**config.mk**
```make
export PLATFORM = sky130hd
export DESIGN_NAME = dma_steal_ctrl
export DESIGN_NICKNAME = d
export VERILOG_FILES = /design/src/rtl/dma_steal_pkg.sv /design/src/rtl/dma_cfg_regs.sv /design/src/rtl/dma_xfer_ctr.sv /design/src/rtl/dma_steal_seq.sv /design/src/rtl/dma_steal_ctrl.sv
export SDC_FILE = /design/constraint.sdc
export NUM_CORES = 1
export LEC_CHECK = 0
export ABC_AREA = 1
export BUFFER_PORTS_ARGS = -buffer_cell sky130_fd_sc_hd__buf_2
export CORE_MARGIN = 1.5
export CORE_UTILIZATION = 43
export DETAILED_ROUTE_END_ITERATION = 12
export PLACE_DENSITY = 0.78
export SLEW_MARGIN = 0
export SYNTH_ARGS = -nofsm -noshare
export SYNTH_HDL_FRONTEND = slang
export SYNTH_SLANG_ARGS = --single-unit
```
**constraint.sdc**
```tcl
create_clock -name clk -period 1.46 [get_ports clk]
set_clock_uncertainty 0.1 [all_clocks]
set_input_delay 0.292 -clock clk [delete_from_list [all_inputs] [get_ports clk]]
set_output_delay 0.292 -clock clk [all_outputs]
set_load 0.1 [all_outputs]
```
**src/rtl/dma_steal_pkg.sv**
```systemverilog
`timescale 1ns/1ps
package dma_steal_pkg;
  typedef enum logic [1:0] {
    SEL_CTRL = 2'd0,
    SEL_ADDR = 2'd1,
    SEL_CNT  = 2'd2,
    SEL_STAT = 2'd3
  } reg_sel_e;

  typedef enum logic {
    ST_IDLE   = 1'b0,
    ST_ACTIVE = 1'b1
  } seq_state_e;

  localparam int CTRL_START_BIT = 0;
  localparam int CTRL_DIR_BIT   = 1;
  localparam int CTRL_DEV_LSB   = 2;
  localparam int STAT_BUSY_BIT  = 0;
  localparam int STAT_IRQ_BIT   = 1;
endpackage

```
**src/rtl/dma_cfg_regs.sv**
```systemverilog
`timescale 1ns/1ps
module dma_cfg_regs
  import dma_steal_pkg::*;
#(
  parameter int RW  = 32,
  parameter int AW  = 16,
  parameter int CW  = 16,
  parameter int DSW = 2
) (
  input  logic           clk,
  input  logic           rst_n,
  input  logic           reg_wr,
  input  logic [1:0]     reg_sel,
  input  logic [RW-1:0]  reg_wdata,
  input  logic           busy,
  input  logic           irq,
  input  logic [AW-1:0]  cur_addr,
  input  logic [CW-1:0]  cur_count,
  output logic [RW-1:0]  reg_rdata,
  output logic           dir,
  output logic [DSW-1:0] dev,
  output logic           start_ev,
  output logic           addr_ld,
  output logic           cnt_ld,
  output logic           irq_clr
);
  reg_sel_e sel_e;
  logic     wr_idle;
  logic     ctrl_ld;

  assign sel_e    = reg_sel_e'(reg_sel);
  assign wr_idle  = reg_wr && !busy;
  assign ctrl_ld  = wr_idle && (sel_e == SEL_CTRL);
  assign start_ev = ctrl_ld && reg_wdata[CTRL_START_BIT];
  assign addr_ld  = wr_idle && (sel_e == SEL_ADDR);
  assign cnt_ld   = wr_idle && (sel_e == SEL_CNT);
  assign irq_clr  = reg_wr && (sel_e == SEL_STAT) && reg_wdata[STAT_IRQ_BIT];

  always_ff @(posedge clk or negedge rst_n) begin
    if (!rst_n) begin
      dir <= 1'b0;
      dev <= '0;
    end else if (ctrl_ld) begin
      dir <= reg_wdata[CTRL_DIR_BIT];
      dev <= reg_wdata[CTRL_DEV_LSB +: DSW];
    end
  end

  always_comb begin
    reg_rdata = '0;
    case (sel_e)
      SEL_CTRL: begin
        reg_rdata[CTRL_DIR_BIT]           = dir;
        reg_rdata[CTRL_DEV_LSB +: DSW]    = dev;
      end
      SEL_ADDR: reg_rdata = RW'(cur_addr);
      SEL_CNT:  reg_rdata = RW'(cur_count);
      default: begin
        reg_rdata[STAT_BUSY_BIT] = busy;
        reg_rdata[STAT_IRQ_BIT]  = irq;
      end
    endcase
  end
endmodule

```
**src/rtl/dma_xfer_ctr.sv**
```systemverilog
`timescale 1ns/1ps
module dma_xfer_ctr #(
  parameter int AW = 16,
  parameter int CW = 16
) (
  input  logic          clk,
  input  logic          rst_n,
  input  logic          addr_ld,
  input  logic          cnt_ld,
  input  logic [AW-1:0] addr_in,
  input  logic [CW-1:0] cnt_in,
  input  logic          step,
  output logic [AW-1:0] addr,
  output logic [CW-1:0] count,
  output logic          last,
  output logic          zero
);
  function automatic logic [AW-1:0] addr_after(input logic [AW-1:0] a);
    return a + AW'(1);
  endfunction

  function automatic logic [CW-1:0] count_after(input logic [CW-1:0] c);
    return c - CW'(1);
  endfunction

  always_ff @(posedge clk or negedge rst_n) begin
    if (!rst_n) begin
      addr <= '0;
    end else if (step) begin
      addr <= addr_after(addr);
    end else if (addr_ld) begin
      addr <= addr_in;
    end
  end

  always_ff @(posedge clk or negedge rst_n) begin
    if (!rst_n) begin
      count <= '0;
    end else if (step) begin
      count <= count_after(count);
    end else if (cnt_ld) begin
      count <= cnt_in;
    end
  end

  assign last = (count == CW'(1));
  assign zero = (count == '0);
endmodule

```
**src/rtl/dma_steal_seq.sv**
```systemverilog
`timescale 1ns/1ps
module dma_steal_seq
  import dma_steal_pkg::*;
(
  input  logic clk,
  input  logic rst_n,
  input  logic start_ev,
  input  logic zero,
  input  logic last,
  input  logic sel_rdy,
  input  logic bus_gnt,
  input  logic irq_clr,
  output logic busy,
  output logic irq,
  output logic bus_req,
  output logic xfer
);
  seq_state_e state;
  logic       gap;
  logic       finish;
  logic       empty_start;

  assign busy        = (state == ST_ACTIVE);
  assign bus_req     = busy && sel_rdy && !gap;
  assign xfer        = bus_req && bus_gnt;
  assign finish      = xfer && last;
  assign empty_start = start_ev && zero;

  always_ff @(posedge clk or negedge rst_n) begin
    if (!rst_n) begin
      state <= ST_IDLE;
    end else begin
      case (state)
        ST_IDLE:   if (start_ev && !zero) state <= ST_ACTIVE;
        ST_ACTIVE: if (finish) state <= ST_IDLE;
        default:   state <= ST_IDLE;
      endcase
    end
  end

  always_ff @(posedge clk or negedge rst_n) begin
    if (!rst_n) gap <= 1'b0;
    else        gap <= xfer;
  end

  always_ff @(posedge clk or negedge rst_n) begin
    if (!rst_n)                      irq <= 1'b0;
    else if (finish || empty_start)  irq <= 1'b1;
    else if (irq_clr)                irq <= 1'b0;
  end
endmodule

```
**src/rtl/dma_steal_ctrl.sv**
```systemverilog
`timescale 1ns/1ps
module dma_steal_ctrl #(
  parameter int RW    = 32,
  parameter int AW    = 16,
  parameter int CW    = 16,
  parameter int DW    = 16,
  parameter int DEV_N = 4
) (
  input  logic             clk,
  input  logic             rst_n,
  input  logic             reg_wr,
  input  logic [1:0]       reg_sel,
  input  logic [RW-1:0]    reg_wdata,
  output logic [RW-1:0]    reg_rdata,
  output logic             bus_req,
  input  logic             bus_gnt,
  output logic [AW-1:0]    mem_addr,
  output logic             mem_we,
  output logic             mem_re,
  output logic [DW-1:0]    mem_wdata,
  input  logic [DW-1:0]    mem_rdata,
  output logic [DEV_N-1:0] dev_sel,
  input  logic [DEV_N-1:0] dev_rdy,
  input  logic [DW-1:0]    dev_rdata,
  output logic [DW-1:0]    dev_wdata,
  output logic             dev_ack,
  output logic             irq
);
  localparam int DSW = (DEV_N > 1) ? $clog2(DEV_N) : 1;

  logic           busy_w;
  logic           dir_w;
  logic [DSW-1:0] dev_w;
  logic           start_w;
  logic           addr_ld_w;
  logic           cnt_ld_w;
  logic           irq_clr_w;
  logic [CW-1:0]  count_w;
  logic           last_w;
  logic           zero_w;
  logic           sel_rdy_w;
  logic           xfer_w;

  dma_cfg_regs #(.RW(RW), .AW(AW), .CW(CW), .DSW(DSW)) u_regs (
    .clk       (clk),
    .rst_n     (rst_n),
    .reg_wr    (reg_wr),
    .reg_sel   (reg_sel),
    .reg_wdata (reg_wdata),
    .busy      (busy_w),
    .irq       (irq),
    .cur_addr  (mem_addr),
    .cur_count (count_w),
    .reg_rdata (reg_rdata),
    .dir       (dir_w),
    .dev       (dev_w),
    .start_ev  (start_w),
    .addr_ld   (addr_ld_w),
    .cnt_ld    (cnt_ld_w),
    .irq_clr   (irq_clr_w)
  );

  dma_xfer_ctr #(.AW(AW), .CW(CW)) u_ctr (
    .clk     (clk),
    .rst_n   (rst_n),
    .addr_ld (addr_ld_w),
    .cnt_ld  (cnt_ld_w),
    .addr_in (reg_wdata[AW-1:0]),
    .cnt_in  (reg_wdata[CW-1:0]),
    .step    (xfer_w),
    .addr    (mem_addr),
    .count   (count_w),
    .last    (last_w),
    .zero    (zero_w)
  );

  dma_steal_seq u_seq (
    .clk      (clk),
    .rst_n    (rst_n),
    .start_ev (start_w),
    .zero     (zero_w),
    .last     (last_w),
    .sel_rdy  (sel_rdy_w),
    .bus_gnt  (bus_gnt),
    .irq_clr  (irq_clr_w),
    .busy     (busy_w),
    .irq      (irq),
    .bus_req  (bus_req),
    .xfer     (xfer_w)
  );

  for (genvar g = 0; g < DEV_N; g++) begin : g_devsel
    assign dev_sel[g] = (dev_w == DSW'(g));
  end

  assign sel_rdy_w = |(dev_rdy & dev_sel);
  assign mem_we    = xfer_w && !dir_w;
  assign mem_re    = xfer_w && dir_w;
  assign mem_wdata = dev_rdata;
  assign dev_wdata = mem_rdata;
  assign dev_ack   = xfer_w;
endmodule

```
; ---- Word level (Yosys, flattened, before mapping)
; Cells that the tools add are included.
[totals]
reg_bits = 38
input_bits = 74
output_inout_bits = 89
[op_classes]
n_addsub = 2
eq_ne = 7
muxes = 13
bitwise_logic = 2
n_reduce_logical = 27
[op_table]
columns = op, n
row1 = 16-bit two-way mux, 4
row2 = 12-bit case mux with 2 select lines, 1
row3 = "16-bit by 1-bit adder with 16-bit output, second input constant", 1
row4 = "16-bit by 1-bit equality test with 1-bit output, second input constant", 1
row5 = 16-bit zero test, 1
row6 = "16-bit by 1-bit subtractor with 16-bit output, second input constant", 1
row7 = 1-bit logical AND, 15
row8 = "2-bit equality test, second input constant", 4
row9 = 1-bit case mux with 3 select lines, 2
row10 = 2-bit case mux with 3 select lines, 1
row11 = 2-bit nonzero test, 3
row12 = 4-bit bitwise AND, 1
row13 = "2-bit by 1-bit equality test with 1-bit output, second input constant", 2
row14 = 1-bit zero test, 4
row15 = 2-bit zero test, 2
row16 = 1-bit two-way mux, 4
row17 = 4-bit OR reduction, 1
row18 = 1-bit case mux with 2 select lines, 1
row19 = 1-bit logical OR, 1
row20 = 1-bit NOT, 1

; ---- Depth between registers and ports, before layout
[logic_depth]
word_depth = 9
depth_mapped = 12

; ---- Modules after synthesis
; Synthesis repeated with hierarchy kept, for this count alone.
[hier_totals]
hier_cells = 546
area_unflattened_um2 = 3404.5
[by_module_without_submodules]
columns = mod, instances, cells_per_inst, area_per_inst_um2
row1 = dma_xfer_ctr, 1, 362, 2269.7
row2 = dma_cfg_regs, 1, 113, 668.1
row3 = dma_steal_ctrl, 1, 52, 321.6
row4 = dma_steal_seq, 1, 19, 145.1

; ---- Least setup slack after synthesis
; No wires, ideal clock.
[synth_timing]
path_type = flip-flop to output port
start = register u_regs.dev[1]
end = output mem_re
t_arrival_ps = 3195
setup_slack_ps = -2127
stages_incl_launch_ff = 10
cell_sequence = dfrtp_1 nor2_2 nand2_1 nand2_1 inv_1 nand2_2 nand3_4 buf_12 buf_6 nor2_1
[synth_via]
elab_chain_cells = 7
word_cells_on_any_way = 10
[synth_lines]
columns = element, line_no
row1 = "start, declared", dma_cfg_regs.sv:21  ; output logic [DSW-1:0] dev,
row2 = "start signal, assigned", dma_cfg_regs.sv:45  ; dev <= reg_wdata[CTRL_DEV_LSB +: DSW];
row3 = 2-bit zero test, dma_steal_ctrl.sv:93  ; assign dev_sel[g] = (dev_w == DSW'(g));
row4 = named net dev_sel[0], dma_steal_ctrl.sv:22  ; output logic [DEV_N-1:0] dev_sel,
row5 = 4-bit bitwise AND, dma_steal_ctrl.sv:96  ; assign sel_rdy_w = |(dev_rdy & dev_sel);
row6 = 4-bit OR reduction, dma_steal_ctrl.sv:96
row7 = 1-bit logical AND (2 in a row), dma_steal_seq.sv:24  ; assign bus_req = busy && sel_rdy && !gap;
row8 = 1-bit logical AND, dma_steal_seq.sv:25  ; assign xfer = bus_req && bus_gnt;
row9 = 1-bit logical AND, dma_steal_ctrl.sv:98  ; assign mem_re = xfer_w && dir_w;
row10 = "end, declared", dma_steal_ctrl.sv:19  ; output logic mem_re,
; The timed path passes the listed nets, and every way through them passes these cells.

; ---- Final worst setup path
[layout_timing]
start = register u_regs.dev[1]
end = register u_ctr.addr[10]
[layout_via]
elab_chain_cells = 7
word_cells_on_any_way = 11
[layout_lines]
columns = element, line_no
row1 = "2-bit by 1-bit equality test with 1-bit output, or another cell as far along", dma_steal_ctrl.sv:93
row2 = 4-bit bitwise AND (*), dma_steal_ctrl.sv:96
row3 = 4-bit OR reduction (*), dma_steal_ctrl.sv:96
row4 = 1-bit logical AND (*) (2 in a row), dma_steal_seq.sv:24
row5 = 1-bit logical AND (*), dma_steal_seq.sv:25
row6 = 16-bit two-way mux / 2-bit nonzero test (equally long branches), --
row7 = "end signal, assigned", dma_xfer_ctr.sv:30  ; addr <= addr_after(addr);
row8 = "end signal, assigned", dma_xfer_ctr.sv:32  ; addr <= addr_in;
row9 = "end, declared", dma_xfer_ctr.sv:13  ; output logic [AW-1:0] addr,
; Every way passes the cells marked *; elsewhere a longest branch is shown, timed or not.
; A chain may end at the register's enable or synchronous reset.

==> results.toml <==
[timing]
hold_ws_ns = 0.171
rsz0062_at_grt = "true"
slew_viol_final = 0
setup_ws_ns = -0.596
fin_setup_tns_ns = -24.86
hold_violations = 0
setup_viol = 72
fmax_mhz = 486
finalCritPeriodShare_pct = 141
period_needed_ns = 2.06

[clocking]
cts_sinks = 38
cts-root-buf = "clkbuf_8"
htreeDepth = 2
path_clk_slew_ns = 0.09
numCtsBuffers = 5
cts_buffer_depth = 2
tritoncts = "built"
clock_latency_ns = 0.31

[yosys]
synthDistinctLibCells = 35
ys_ff_latch = 38
synth_warnings = 0
synth_cells = 524
synth_edf_count = 0
synthArstFlopShare_pct = 100
ys_seq_area_share_pct = 28.0
avgSynthCellArea_um2 = 6.48
synth_area_leaders = "dfrtp_1, nand2_1, buf_4"
synth_ff_type = "dfrtp_1"
synth_top_cell_area_share_pct = 28.0
synth.largest_area_cell = "dfrtp_1"
synthTopCellsByCount = "nand2_1, nand3_1, nor2_1, inv_1, buf_4"
syn_area_mm2 = 0.00339
yosysMostFrequentCell = "nand2_1"

[detailed_routing]
drtIter0Drc = 463
wl_per_cell_um = 19.7
routed_wl_mm = 15.6
viasPerCell = 5.77
vias = 4569
post-route-drc-count = 0
first_pass_iters = 6
postRouteAntennaNets = 0

[power]
power_frac_seq_pct = 16.4
clock_power_share_pct = 5.8
max-vdd-ir-drop_v = 0.00231
sw_frac_of_total_pct = 53.7
p_sw_mw = 7.85
intPower_mw = 6.76
share_comb_of_total_power_pct = 77.8
power_mw = 14.6
p_leak_nw = 3.19
p_per_area_mw_per_mm2 = 2280

[place]
dp.final_hpwl_mm = 8.62
gp_congestion = 0.952
dp_slack_ns = -0.323
place_area_mm2 = 0.00513
portBuffers = 66
dp.cells = 729

[grt]
overflow = 0
grt_pass1_vias = 4198
grt_max_degree = 39
antenna_found_initial = 0
grt_first_pass_wirelength_mm = 20.6
track_usage_pct = 31.1

[layout]
n_antenna_cell = 0
stdcell_area_mm2 = 0.00642
utilization_pct = 83.5
area_growth_pct = 89.0
nets = 771
instances_no_fill = 792
drive_gt1_share_pct = 53.5

[critical_path]
r2r_slack_ns = -0.60
path_cells = "nor2_4 > nand2_2 > nand2_4 > inv_2 > nand2_2 > nand3_4 > buf_4 > buf_6 > buf_12 > o21ai_0 > nand2_1 > nand2_1 > inv_1"
end_kind = "flop"
crit_path_end = "u_ctr.addr[10]"
path_buf_inv = 5
reg2reg_to = "u_ctr.addr[10]"
arrival_ns = 2.16
worst-path-stages = 13
criticalPathCategory = "reg -> reg"
worst_path_max_delay_cell = "dfrtp_2"
critPathLaunchType = "flop"
regToRegStartpoint = "u_regs.dev[1]"
cp_top_family = "simple AND/OR/NAND/NOR gates"
required_ns = 1.57
reg2reg_depth = 13
path_max_fanout = 18
critPathMaxStageDelay_ns = 0.49
critPathLaunch = "u_regs.dev[1]"

[floorplanning]
rows = 32
fp.coreArea_mm2 = 0.00769
start_util_pct = 44.2
die_h_um = 91.9
pin_count = 163
die_area_mm2 = 0.00844
die_w_um = 91.9

[min_path]
min_path_type = "in -> reg"

[status]
status = "complete, but fails checks"
violations = "negative setup slack"

[flow_run]
drv_cap = 0
[state kept, by name, indices dropped and copies added, names as in the netlist]
register	cells
u_seq.gap	1
u_regs.dir	1
u_ctr.addr	16
u_seq.busy	1
u_seq.irq	1
u_ctr.count	16
u_regs.dev	2
[worst min path at each step]
stage | slack, ns | cells after the start | endpoint | start
finish | 0.17 | 3 | u_ctr.addr[5] | reg_wdata[5]
detailed placement | 0.19 | 2 | u_ctr.addr[7] | rst_n
global route | 0.16 | 3 | u_ctr.addr[5] | reg_wdata[5]
CTS | 0.15 | 3 | u_ctr.count[5] | reg_wdata[5]
floorplan | -0.10 | 0 | u_ctr.count[0] | rst_n
global placement | 0.18 | 2 | u_ctr.addr[7] | rst_n
[worst min-delay path: cells and delay by family]
kind / cells / cell delay, ns
and+or+nand+nor: 2 / 0.15
buffers and inverters: 1 / 0.11
[power groups by stage]
stage / clock network, mW / registers (mW) / logic (mW)
after floorplan: 0 / 3.81 / 4.23
after global placement: 0 / 2.33 / 8.61
after detailed placement: 0 / 2.34 / 8.78
after CTS: 0.790 / 2.32 / 9.82
after global routing: 0.878 / 2.44 / 11.9
final: 0.843 / 2.40 / 11.4
[layout make-up]
type                       instances  area [µm²]
clock buffer                       6        82.6
clock inverter                     2        12.5
fill                             405        1270
inverter                          57         263
multi-input combinational        381        2520
sequential                        38        1020
tap                              102         128
timing repair buffer             206        2390
[cell families after synthesis]
logic type / count (synthesis) / synth area share, %
AOI/OAI and AO/OA: 42 / 7.56
adders and majority gates: 8 / 2.95
buffers and inverters: 120 / 20.8
and+or+nand+nor: 305 / 38.0
DFF: 38 / 28.0
other: 1 / 0.110
xor gates and xnor gates: 10 / 2.58
[layer usage]
| layer | vias to the layer above | track usage, % | routed length (µm) |
|---|---|---|---|
| met5 | - | 0 | 0 |
| met4 | 0 | 14.9 | 1070 |
| met3 | 117 | 6.22 | 1400 |
| met2 | 369 | 55.7 | 7850 |
| met1 | 2167 | 35.1 | 5260 |
| li1 | 1916 | - | - |
[layout by cell type (no fill, tap or decap), drive strengths merged]
master	netlist	final
nor2	63	63
nand2	162	162
clkinvlp	0	4
a221oi	1	1
clkinv	0	2
o22ai	1	1
xnor2	3	3
o21ai	16	16
nand4	5	5
or2	1	1
a21oi	18	18
buf	58	203
o211ai	3	3
nor3b	1	1
nand3	67	67
dlygate4sd3	0	1
nor3	5	5
clkbuf	5	8
conb	1	16
ha	8	8
a21boi	2	2
inv	57	53
nor4	1	1
o221ai	1	1
xor2	7	7
dfrtp	38	38
[repair_timing]
action / 4_1_cts / 5_1_grt
gates cloned: 2 / 1
hold buffers: 1 / 0
pin swaps: 27 / 43
setup endpoints to repair: 67 / 68
buffers inserted: 29 / 26
hold endpoints to repair: 38 / 0
resized for setup: 73 / 115
No activity file was read; power rests on OpenSTA's default activity.
